==> src/rtl/simd_pkg.sv <==
package simd_pkg;
  parameter int DATA_W  = 64;
  parameter int REG_CNT = 8;
  parameter int BYTE_W  = 8;
  parameter int HALF_W  = 16;
  localparam int IDX_W  = $clog2(REG_CNT);

  localparam logic [2:0] OPC_ADD_WRAP  = 3'd0;
  localparam logic [2:0] OPC_ADD_SAT   = 3'd1;
  localparam logic [2:0] OPC_ADD_SATX  = 3'd2;
  localparam logic [2:0] OPC_SWAP_HALF = 3'd3;
  localparam logic [2:0] OPC_COND_MOVE = 3'd4;

  typedef enum logic [1:0] {
    RES_WRAP = 2'd0,
    RES_SAT  = 2'd1,
    RES_SWAP = 2'd2,
    RES_MOVE = 2'd3
  } resSel_e;

  typedef struct packed {
    logic             accept;
    logic             writeEn;
    resSel_e          sel;
    logic [IDX_W-1:0] dest;
  } ctrlStrobes_t;
endpackage

==> src/rtl/simd_ctrl.sv <==
module simd_ctrl
  import simd_pkg::*;
(
  input  logic             clk,
  input  logic             rst,
  input  logic             opValid,
  input  logic [2:0]       opCode,
  input  logic [IDX_W-1:0] srcA,
  input  logic             condFlag,
  output ctrlStrobes_t     ctrl
);
  logic known;

  always_comb begin
    known        = 1'b1;
    ctrl.sel     = RES_WRAP;
    ctrl.dest    = srcA;
    ctrl.writeEn = 1'b1;
    case (opCode)
      OPC_ADD_WRAP:  ctrl.sel = RES_WRAP;
      OPC_ADD_SAT:   ctrl.sel = RES_SAT;
      OPC_ADD_SATX: begin
        ctrl.sel  = RES_SAT;
        ctrl.dest = srcA ^ IDX_W'(1);
      end
      OPC_SWAP_HALF: ctrl.sel = RES_SWAP;
      OPC_COND_MOVE: begin
        ctrl.sel     = RES_MOVE;
        ctrl.writeEn = condFlag;
      end
      default: begin
        known        = 1'b0;
        ctrl.writeEn = 1'b0;
      end
    endcase
    ctrl.accept = opValid && known;
    if (!ctrl.accept) ctrl.writeEn = 1'b0;
  end

  // implied target is the partner register
  a_r4_implied_dest: assert property (@(posedge clk) disable iff (rst)
    (opValid && opCode == OPC_ADD_SATX) |-> (ctrl.dest != srcA && ctrl.writeEn));

  // gated move with clear flag never writes
  a_r6_move_gated: assert property (@(posedge clk) disable iff (rst)
    (opCode == OPC_COND_MOVE && !condFlag) |-> !ctrl.writeEn);

  // undefined opcodes are never accepted
  a_r8_undefined_quiet: assert property (@(posedge clk) disable iff (rst)
    (opCode > OPC_COND_MOVE) |-> !ctrl.accept);
endmodule

==> src/rtl/simd_datapath.sv <==
module simd_datapath
  import simd_pkg::*;
#(
  parameter int DW   = DATA_W,
  parameter int NREG = REG_CNT,
  parameter int BW   = BYTE_W,
  parameter int HW   = HALF_W
) (
  input  logic             clk,
  input  logic             rst,
  input  ctrlStrobes_t     ctrl,
  input  logic [IDX_W-1:0] srcA,
  input  logic [IDX_W-1:0] srcB,
  input  logic             wrEn,
  input  logic [IDX_W-1:0] wrIdx,
  input  logic [DW-1:0]    wrData,
  input  logic [IDX_W-1:0] rdIdx,
  output logic [DW-1:0]    rdData,
  output logic             opDone
);
  localparam int BYTE_LANES = DW / BW;
  localparam int HALF_LANES = DW / HW;
  localparam int SPLIT      = DW / 2;

  logic [DW-1:0]    regFile [NREG];
  logic             stgValid, stgWrite;
  logic [IDX_W-1:0] stgDest;
  logic [DW-1:0]    stgData;
  logic [DW-1:0]    opA, opB, wrapSum, satSum, swapVal, result;
  logic             fwdA, fwdB;

  // operand bypass from the result stage
  assign fwdA = stgValid && stgWrite && (stgDest == srcA);
  assign fwdB = stgValid && stgWrite && (stgDest == srcB);
  assign opA  = fwdA ? stgData : regFile[srcA];
  assign opB  = fwdB ? stgData : regFile[srcB];

  for (genvar i = 0; i < BYTE_LANES; i++) begin : g_wrap
    assign wrapSum[i*BW +: BW] = opA[i*BW +: BW] + opB[i*BW +: BW];
  end

  for (genvar j = 0; j < HALF_LANES; j++) begin : g_sat
    logic [HW:0] wide;
    assign wide = {opA[j*HW+HW-1], opA[j*HW +: HW]} + {opB[j*HW+HW-1], opB[j*HW +: HW]};
    always_comb begin
      if (wide[HW] != wide[HW-1])
        satSum[j*HW +: HW] = wide[HW] ? {1'b1, {(HW-1){1'b0}}} : {1'b0, {(HW-1){1'b1}}};
      else
        satSum[j*HW +: HW] = wide[HW-1:0];
    end
  end

  assign swapVal = {opB[SPLIT-1:0], opB[DW-1:SPLIT]};

  always_comb begin
    case (ctrl.sel)
      RES_WRAP: result = wrapSum;
      RES_SAT:  result = satSum;
      RES_SWAP: result = swapVal;
      default:  result = opB;
    endcase
  end

  always_ff @(posedge clk) begin
    if (rst) begin
      stgValid <= 1'b0;
      stgWrite <= 1'b0;
      stgDest  <= '0;
      stgData  <= '0;
    end else begin
      stgValid <= ctrl.accept;
      stgWrite <= ctrl.writeEn;
      stgDest  <= ctrl.dest;
      stgData  <= result;
    end
  end

  always_ff @(posedge clk) begin
    if (rst) begin
      for (int r = 0; r < NREG; r++) regFile[r] <= '0;
    end else begin
      if (wrEn) regFile[wrIdx] <= wrData;
      if (stgValid && stgWrite) regFile[stgDest] <= stgData;
    end
  end

  assign rdData = regFile[rdIdx];
  assign opDone = stgValid;

  // done only follows an accepted operation
  a_r8_done_follows: assert property (@(posedge clk) disable iff (rst)
    opDone |-> $past(ctrl.accept));

  // a pending writeback always lands, ahead of the load port
  a_r10_writeback_lands: assert property (@(posedge clk) disable iff (rst)
    (stgValid && stgWrite) |=> (regFile[$past(stgDest)] == $past(stgData)));
endmodule

==> src/rtl/simd_exec_unit.sv <==
module simd_exec_unit
  import simd_pkg::*;
(
  input  logic              clk,
  input  logic              rst,
  input  logic              opValid,
  input  logic [2:0]        opCode,
  input  logic [IDX_W-1:0]  srcA,
  input  logic [IDX_W-1:0]  srcB,
  input  logic              condFlag,
  input  logic              wrEn,
  input  logic [IDX_W-1:0]  wrIdx,
  input  logic [DATA_W-1:0] wrData,
  input  logic [IDX_W-1:0]  rdIdx,
  output logic [DATA_W-1:0] rdData,
  output logic              opDone
);
  ctrlStrobes_t ctrl;

  simd_ctrl i_ctrl (
    .clk      (clk),
    .rst      (rst),
    .opValid  (opValid),
    .opCode   (opCode),
    .srcA     (srcA),
    .condFlag (condFlag),
    .ctrl     (ctrl)
  );

  simd_datapath #(
    .DW   (DATA_W),
    .NREG (REG_CNT),
    .BW   (BYTE_W),
    .HW   (HALF_W)
  ) i_datapath (
    .clk    (clk),
    .rst    (rst),
    .ctrl   (ctrl),
    .srcA   (srcA),
    .srcB   (srcB),
    .wrEn   (wrEn),
    .wrIdx  (wrIdx),
    .wrData (wrData),
    .rdIdx  (rdIdx),
    .rdData (rdData),
    .opDone (opDone)
  );
endmodule

==> config.mk <==
export PLATFORM = sky130hd
export DESIGN_NAME = simd_exec_unit
export DESIGN_NICKNAME = d
export VERILOG_FILES = /design/src/rtl/simd_pkg.sv /design/src/rtl/simd_ctrl.sv /design/src/rtl/simd_datapath.sv /design/src/rtl/simd_exec_unit.sv
export SDC_FILE = /design/constraint.sdc
export NUM_CORES = 2
export LEC_CHECK = 0
export ABC_AREA = 1
export BUFFER_PORTS_ARGS = -buffer_cell sky130_fd_sc_hd__buf_2
export CAP_MARGIN = 30
export CORE_UTILIZATION = 41
export CTS_CLUSTER_SIZE = 28
export DETAILED_ROUTE_END_ITERATION = 16
export GPL_TIMING_DRIVEN = 1
export PLACE_DENSITY = 0.58
export SYNTH_ARGS = -nofsm -noshare
export SYNTH_HDL_FRONTEND = slang
export SYNTH_SLANG_ARGS = --single-unit
==> constraint.sdc <==
create_clock -name clk -period 7.4 [get_ports clk]
set_input_delay 1.11 -clock clk [delete_from_list [all_inputs] [get_ports clk]]
set_output_delay 1.11 -clock clk [all_outputs]
set_load 0.02 [all_outputs]
==> After elaboration in Yosys (flattened, before gate mapping) <==
Memory sizes are Yosys's and may differ from the RTL's.
Index checks and enable logic that the tools add are counted.
{ "classes": {"add_sub_neg": 12, "n_eq_ne": 12, "n_mux": 29, "bitwise": 2, "n_reduce_logical": 12} }
{ "op_table": {"columns": ["cell", "count"], "rows": [
  ["64-bit 2-to-1 mux", 4],
  ["64-bit case mux with 3 select lines", 1],
  ["16-bit 2-to-1 mux", 8],
  ["64-bit OR reduction", 2],
  ["16-bit by 16-bit adder with 17-bit output", 4],
  ["8-bit adder", 8],
  ["1-bit 2-to-1 mux", 12],
  ["3-bit by 2-bit == test with 1-bit output (second input constant)", 2],
  ["3-bit == test", 2],
  ["3-bit 2-to-1 mux", 2],
  ["2-bit case mux with 3 select lines", 1],
  ["5-bit OR reduction", 1],
  ["1-bit logical AND", 4],
  ["1-bit inequality test", 4],
  ["2-bit OR reduction", 2],
  ["4-bit OR reduction", 1],
  ["3-bit by 1-bit == test with 1-bit output (second input constant)", 1],
  ["3-bit == test (second input constant)", 1],
  ["3-bit logical NOT", 1],
  ["2-bit by 1-bit == test with 1-bit output (second input constant)", 1],
  ["2-bit == test (second input constant)", 1],
  ["2-bit logical NOT", 1],
  ["1-bit NOT", 2],
  ["1-bit case mux with 2 select lines", 1]
]} }
{ "totals": {"regBits": 69, "mem_bits_rw": 512, "input_bits": 84, "output_inout_bits": 65, "elab_cells": 72, "n_memories": 1} }
{ "mem_list": {"columns": ["memory", "words", "width", "rd", "rd_ports_with_merged_regs", "write_ports", "line", "text"], "rows": [
  ["i_datapath.regFile", 8, 64, 3, 0, 8, "simd_datapath.sv:25", "logic [DW-1:0] regFile [NREG];"]
]} }

==> Depth between registers and ports, before layout <==
{ "logic_depth": {"word_depth": 7, "ltp_mapped": 31, "depth_no_buf": 28} }

==> Cells and area by module <==
From an unflattened synthesis, not the netlist that was laid out.
{ "unflattened": {"cells_unflattened": 5996, "area_unflattened_um2": 43252.7} }
{ "by_module_without_submodules": {"columns": ["module", "instances", "cells_per_inst", "area_per_inst_um2", "seq_area_each_um2"], "rows": [
  ["simd_datapath", 1, 5975, 43157.6, 16756.1],
  ["simd_ctrl", 1, 21, 95.1, 0.0]
]} }

==> Worst setup path before layout <==
No wires, ideal clock.
{ "synth_timing": {"path_type": "input to register", "start": "in srcA[0]", "end": "reg i_datapath.stgData[11]", "setup_ps": 124, "arrival_ps": 5110, "t_required_ps": 7276, "setup_slack_ps": 2166, "cell_stages": 28, "path_buffers": 7, "path_cell_list": "buf_6 -> inv_2 -> buf_6 -> buf_6 -> clkbuf_1 -> clkbuf_1 -> clkbuf_1 -> o21ai_0 -> nand3_1 -> nand3_1 -> o21ai_0 -> inv_1 -> ha_1 -> fa_1 -> inv_1 -> o21ai_0 -> inv_1 -> o21ai_0 -> a31oi_1 -> nand2_1 -> nand2_1 -> nand2_2 -> ha_1 -> inv_1 -> clkbuf_1 -> nand3_1 -> nand3_1 -> a21oi_1"} }
{ "synth_between": {"elab_chain_cells": 7, "word_cells_on_any_way": 10, "cone_classes": "2 x add/sub; 2 x eq/ne; 4 x mux; 1 x reduce/logical; 1 x memory"} }
{ "synth_rtl": {"columns": ["item", "line", "text"], "rows": [
  ["from (decl)", "simd_exec_unit.sv:8", "input logic [IDX_W-1:0] srcA,"],
  ["parallel branches: the longest is 2 deep, another holds memory 8 x 64 bit", null, null],
  ["64-bit 2-to-1 mux (*)", "simd_datapath.sv:35", "assign opA = fwdA ? stgData : regFile[srcA];"],
  ["16-bit by 16-bit adder with 17-bit output", "simd_datapath.sv:44", "assign wide = {opA[j*HW+HW-1], opA[j*HW +: HW]} + {opB[j*HW+HW-1], opB[j*HW +: HW]};"],
  ["16-bit 2-to-1 mux / 1-bit inequality test (equally long branches)", "simd_datapath.sv:47, simd_datapath.sv:46", null],
  ["16-bit 2-to-1 mux", "simd_datapath.sv:46", "if (wide[HW] != wide[HW-1])"],
  ["64-bit case mux with 3 select lines (*)", "simd_datapath.sv:56", "case (ctrl.sel)"],
  ["to (signal assigned)", "simd_datapath.sv:74", "stgData <= result;"],
  ["to (decl)", "simd_datapath.sv:28", "logic [DW-1:0] stgData;"]
]} }
Mark *: on every way between the ends.
A chain may end at the register's enable or synchronous reset.

==> Worst setup path in the final report <==
{ "layout_timing": {"start": "in srcB[0]", "end": "reg i_datapath.stgData[24]"} }
{ "layout_between": {"elab_chain_cells": 7, "word_cells_on_any_way": 10, "cone_classes": "2 x add/sub; 2 x eq/ne; 4 x mux; 1 x reduce/logical; 1 x memory"} }
{ "layout_rtl": {"columns": ["item", "line", "text"], "rows": [
  ["from (decl)", "simd_exec_unit.sv:9", "input logic [IDX_W-1:0] srcB,"],
  ["parallel branches: the longest is 2 deep, another holds memory 8 x 64 bit", null, null],
  ["64-bit 2-to-1 mux (*)", "simd_datapath.sv:36", "assign opB = fwdB ? stgData : regFile[srcB];"],
  ["16-bit by 16-bit adder with 17-bit output", "simd_datapath.sv:44", null],
  ["16-bit 2-to-1 mux / 1-bit inequality test (equally long branches)", "simd_datapath.sv:47, simd_datapath.sv:46", null],
  ["16-bit 2-to-1 mux", "simd_datapath.sv:46", null],
  ["64-bit case mux with 3 select lines (*)", "simd_datapath.sv:56", null]
]} }
Marks and branches as above.

==> impl_metrics.yaml <==
outcome:
  outcome: "completed"
logic_synthesis:
  syn_area_per_cell_um2: 7.22
  synth_xor_xnor_area_share: 0.0101
  synth_top_family_by_area: "compound AO/OA/AOI/OAI gates"
  synth_edf_count: 512
  synth.distinct_cells: 53
  synthMuxAreaShare: 0
  synthAdderAreaFrac: 0.0214
  async_reset_ff_frac: 0
  syn-cell-area_mm2: 0.0435
  synth_ff_type: "edfxtp_1"
  synthesis.nets: 6181
  synth_compound_gate_area_share: 0.308
  syn-instance-count: 6025
  yosys_warnings: 0
  synth-simple-area-share: 0.175
  ys_seq_area_frac: 0.385
  ys_ff_latch: 581
sta:
  fin_crit_ps: 5610
  fin_tns_setup_ps: 0
  clock_skew_ps: 28.0
  setup_viol: 0
  tightest_slew_ps: 1230
  hold_violations: 0
  slew_headroom: 0.179
  drv_slew: 0
  period_share: 0.758
  rsz0062_at_grt: "no"
  fmaxAchievable_mhz: 178
global_route:
  antenna_found_initial: 11
  first_global_vias: 43100
  grt_usage: 0.367
  grt-ovfl-total: 0
  grt_max_degree: 201
  grt_pass1_wl_mm: 294
routing:
  routedWlPerCell_um: 28.0
  drc_errors: 0
  via_per_inst: 6.51
  drt_iter0_markers: 7004
  vias: 47100
  wirelength_mm: 203
  ant_nets: 0
  dr.pass1.iters: 8
critical_path:
  crit_required_ps: 7990
  start_kind: "input port"
  slowest_stage: "o21ai_0"
  path_max_fanout: 92
  critPathArrivalTime_ps: 6200
  crit_type: "in -> reg"
  endpoint_kind: "flip-flop"
  path_buf_inv: 5
  cp_slowest_stage_delay_ps: 750
  crit_path_frequent_cell: "nand2_1"
  critPathTopFamily: "compound AO/OA/AOI/OAI gates"
  path_cells: "buf_8 -> inv_4 -> nand2_1 -> a21oi_2 -> nand2_4 -> buf_12 -> o21ai_0 -> ha_1 -> a21oi_1 -> o21a_1 -> o221a_2 -> nand2_1 -> nand2_1 -> nand3_1 -> nand2_1 -> inv_1 -> ha_1 -> clkinv_1 -> nand3_1 -> nand3_2 -> a21oi_1"
flow_run:
  drv_cap: 0
clock_network:
  clk_pin_slew_ps: 60
  cts_hold_buf: 0
  cts_max_path_buffers: 3
  cts_tree: "done"
  cts_root_buffer: "clkbuf_16"
  cts_setup_buffers: 0
  post_cts_resize_count: 0
  cts_inserted_buffers: 74
  cts_max_level: 3
  clock-sinks: 581
  insertion_delay_ps: 670
floorplanning:
  rows: 119
  core_mm2: 0.105
  chipHeight_um: 328
  initial_core_util: 0.413
  dieWidth_um: 328
  ioPinCount: 149
  die_area_mm2: 0.107
place:
  place_inst: 7094
  placed_cell_area_mm2: 0.0450
  port_buffers: 148
  gp_congestion: 1.03
  hpwl_mm: 123
finish:
  drive_above_1_share: 0.0876
  area_growth_pct: 9.09
  utilization: 0.451
  fin_nets: 5938
  fin_area_mm2: 0.0474
  stdcell_count: 7235
pwr:
  peakVddDrop_mv: 0.172
  powerDensity_mw_per_mm2: 221
  leakagePower_nw: 18.0
  power_mw: 10.5
hold_path:
  hp-class: "in -> reg"
-- metrics by stage --
step | worst slack [ps] | hold slack, ps
floorplan | 2170 | 627
global placement | 1080 | 717
detailed placement | 1270 | 727
CTS | 1930 | 652
global route | 1370 | 690
finish | 1790 | 678
-- synthesized netlist by cell type (all sizes together), types with 39 or more instances --
cell	count	area share
o221ai	67	0.013
nand3	815	0.095
edfxtp	512	0.35
o211ai	41	0.0071
a31oi	73	0.011
dfxtp	69	0.032
xor2	39	0.0079
clkbuf	416	0.036
nor2	229	0.020
ha	68	0.020
nand2	557	0.053
inv	532	0.046
a21oi	820	0.095
buf	178	0.018
o21ai	1498	0.17
-- worst register-to-register path, cell delays in order (launching register included) --
cell	delay, ps
dfxtp_1	330
nand2_1	160
inv_1	130
o21ai_0	110
a21oi_2	230
nand2_4	390
buf_12	350
o21ai_0	770
ha_1	430
a21oi_1	250
o21a_1	200
o221a_2	210
nand2_1	70
nand2_1	80
nand3_1	70
nand2_1	120
inv_1	60
ha_1	420
clkinv_1	360
nand3_1	220
nand3_2	80
a21oi_1	160
-- area by class of cell --
cell class	count	area (um^2)
Clock buffer	92	1980
Multi-Input combinational cell	4312	22500
Inverter	538	2060
Tap cell	1391	1740
Timing Repair Buffer	275	1960
Fill cell	10600	57800
Clock inverter	37	439
Antenna cell	9	22.5
Sequential cell	581	16800
-- cells in the final DEF (no fill, tap or decap), types with 7 or more instances in the layout --
cell type,n
nand2_4,22
a31oi_1,73
diode_2,9
clkinv_2,13
a21oi_1,807
nand2_2,36
xor2_1,39
nor3_1,10
nand2_1,499
bufinv_16,10
edfxtp_1,512
o221ai_1,67
clkbuf_1,15
a221oi_1,22
nor2_4,11
nand4_1,10
xnor2_1,11
buf_12,17
ha_1,68
clkinv_1,14
nand3_1,803
buf_4,105
o21ai_0,1493
inv_1,512
or2_2,9
nand3_2,12
nor4_1,7
nor2_1,216
dfxtp_1,69
buf_2,145
a21oi_2,12
clkbuf_16,77
o211ai_1,41
inv_2,11
-- routing by layer --
metal	global-route usage	wire length, um
met1	0.500	80400
met2	0.557	87600
met3	0.0761	25400
met4	0.172	9410
met5	0	24
-- registers in the layout, indices dropped and copies added (netlist names) --
name                 cells
i_datapath.regFile     512
i_datapath.stgData      64
i_datapath.stgDest       3
i_datapath.opDone        1
i_datapath.stgWrite      1
-- final timing paths --
| kind | startpoint | end | slack [ps] | cells past startpoint |
|---|---|---|---|---|
| hold / removal | condFlag | i_datapath.stgWrite | 680 | 2 |
| setup / recovery | srcB[0] | i_datapath.stgData[24] | 1790 | 21 |
| hold reg to reg | i_datapath.stgData[40] | i_datapath.regFile[6][40] | 710 | 2 |
| setup reg to reg | i_datapath.opDone | i_datapath.stgData[24] | 2160 | 21 |
-- report_power, final --
group          internal, mW  total, mW  leakage [nW]  switching [mW]
clock network          2.24       3.80          1.17            1.56
registers              3.75       3.90          5.99           0.141
logic                 0.751       2.77          10.8            2.02
total                  6.75       10.5          18.0            3.72
-- cell families (layout without fill, tap and decap cells) --
group	after synthesis	in the layout
buffers and inverters	1132	942
XOR/XNOR	50	50
adder cells (fa/ha/maj)	72	72
flip-flops	581	581
other	0	9
AO/OA/AOI/OAI	2544	2544
AND/OR/NAND/NOR	1646	1646
Note: power is estimated with default switching activity, not from simulation.
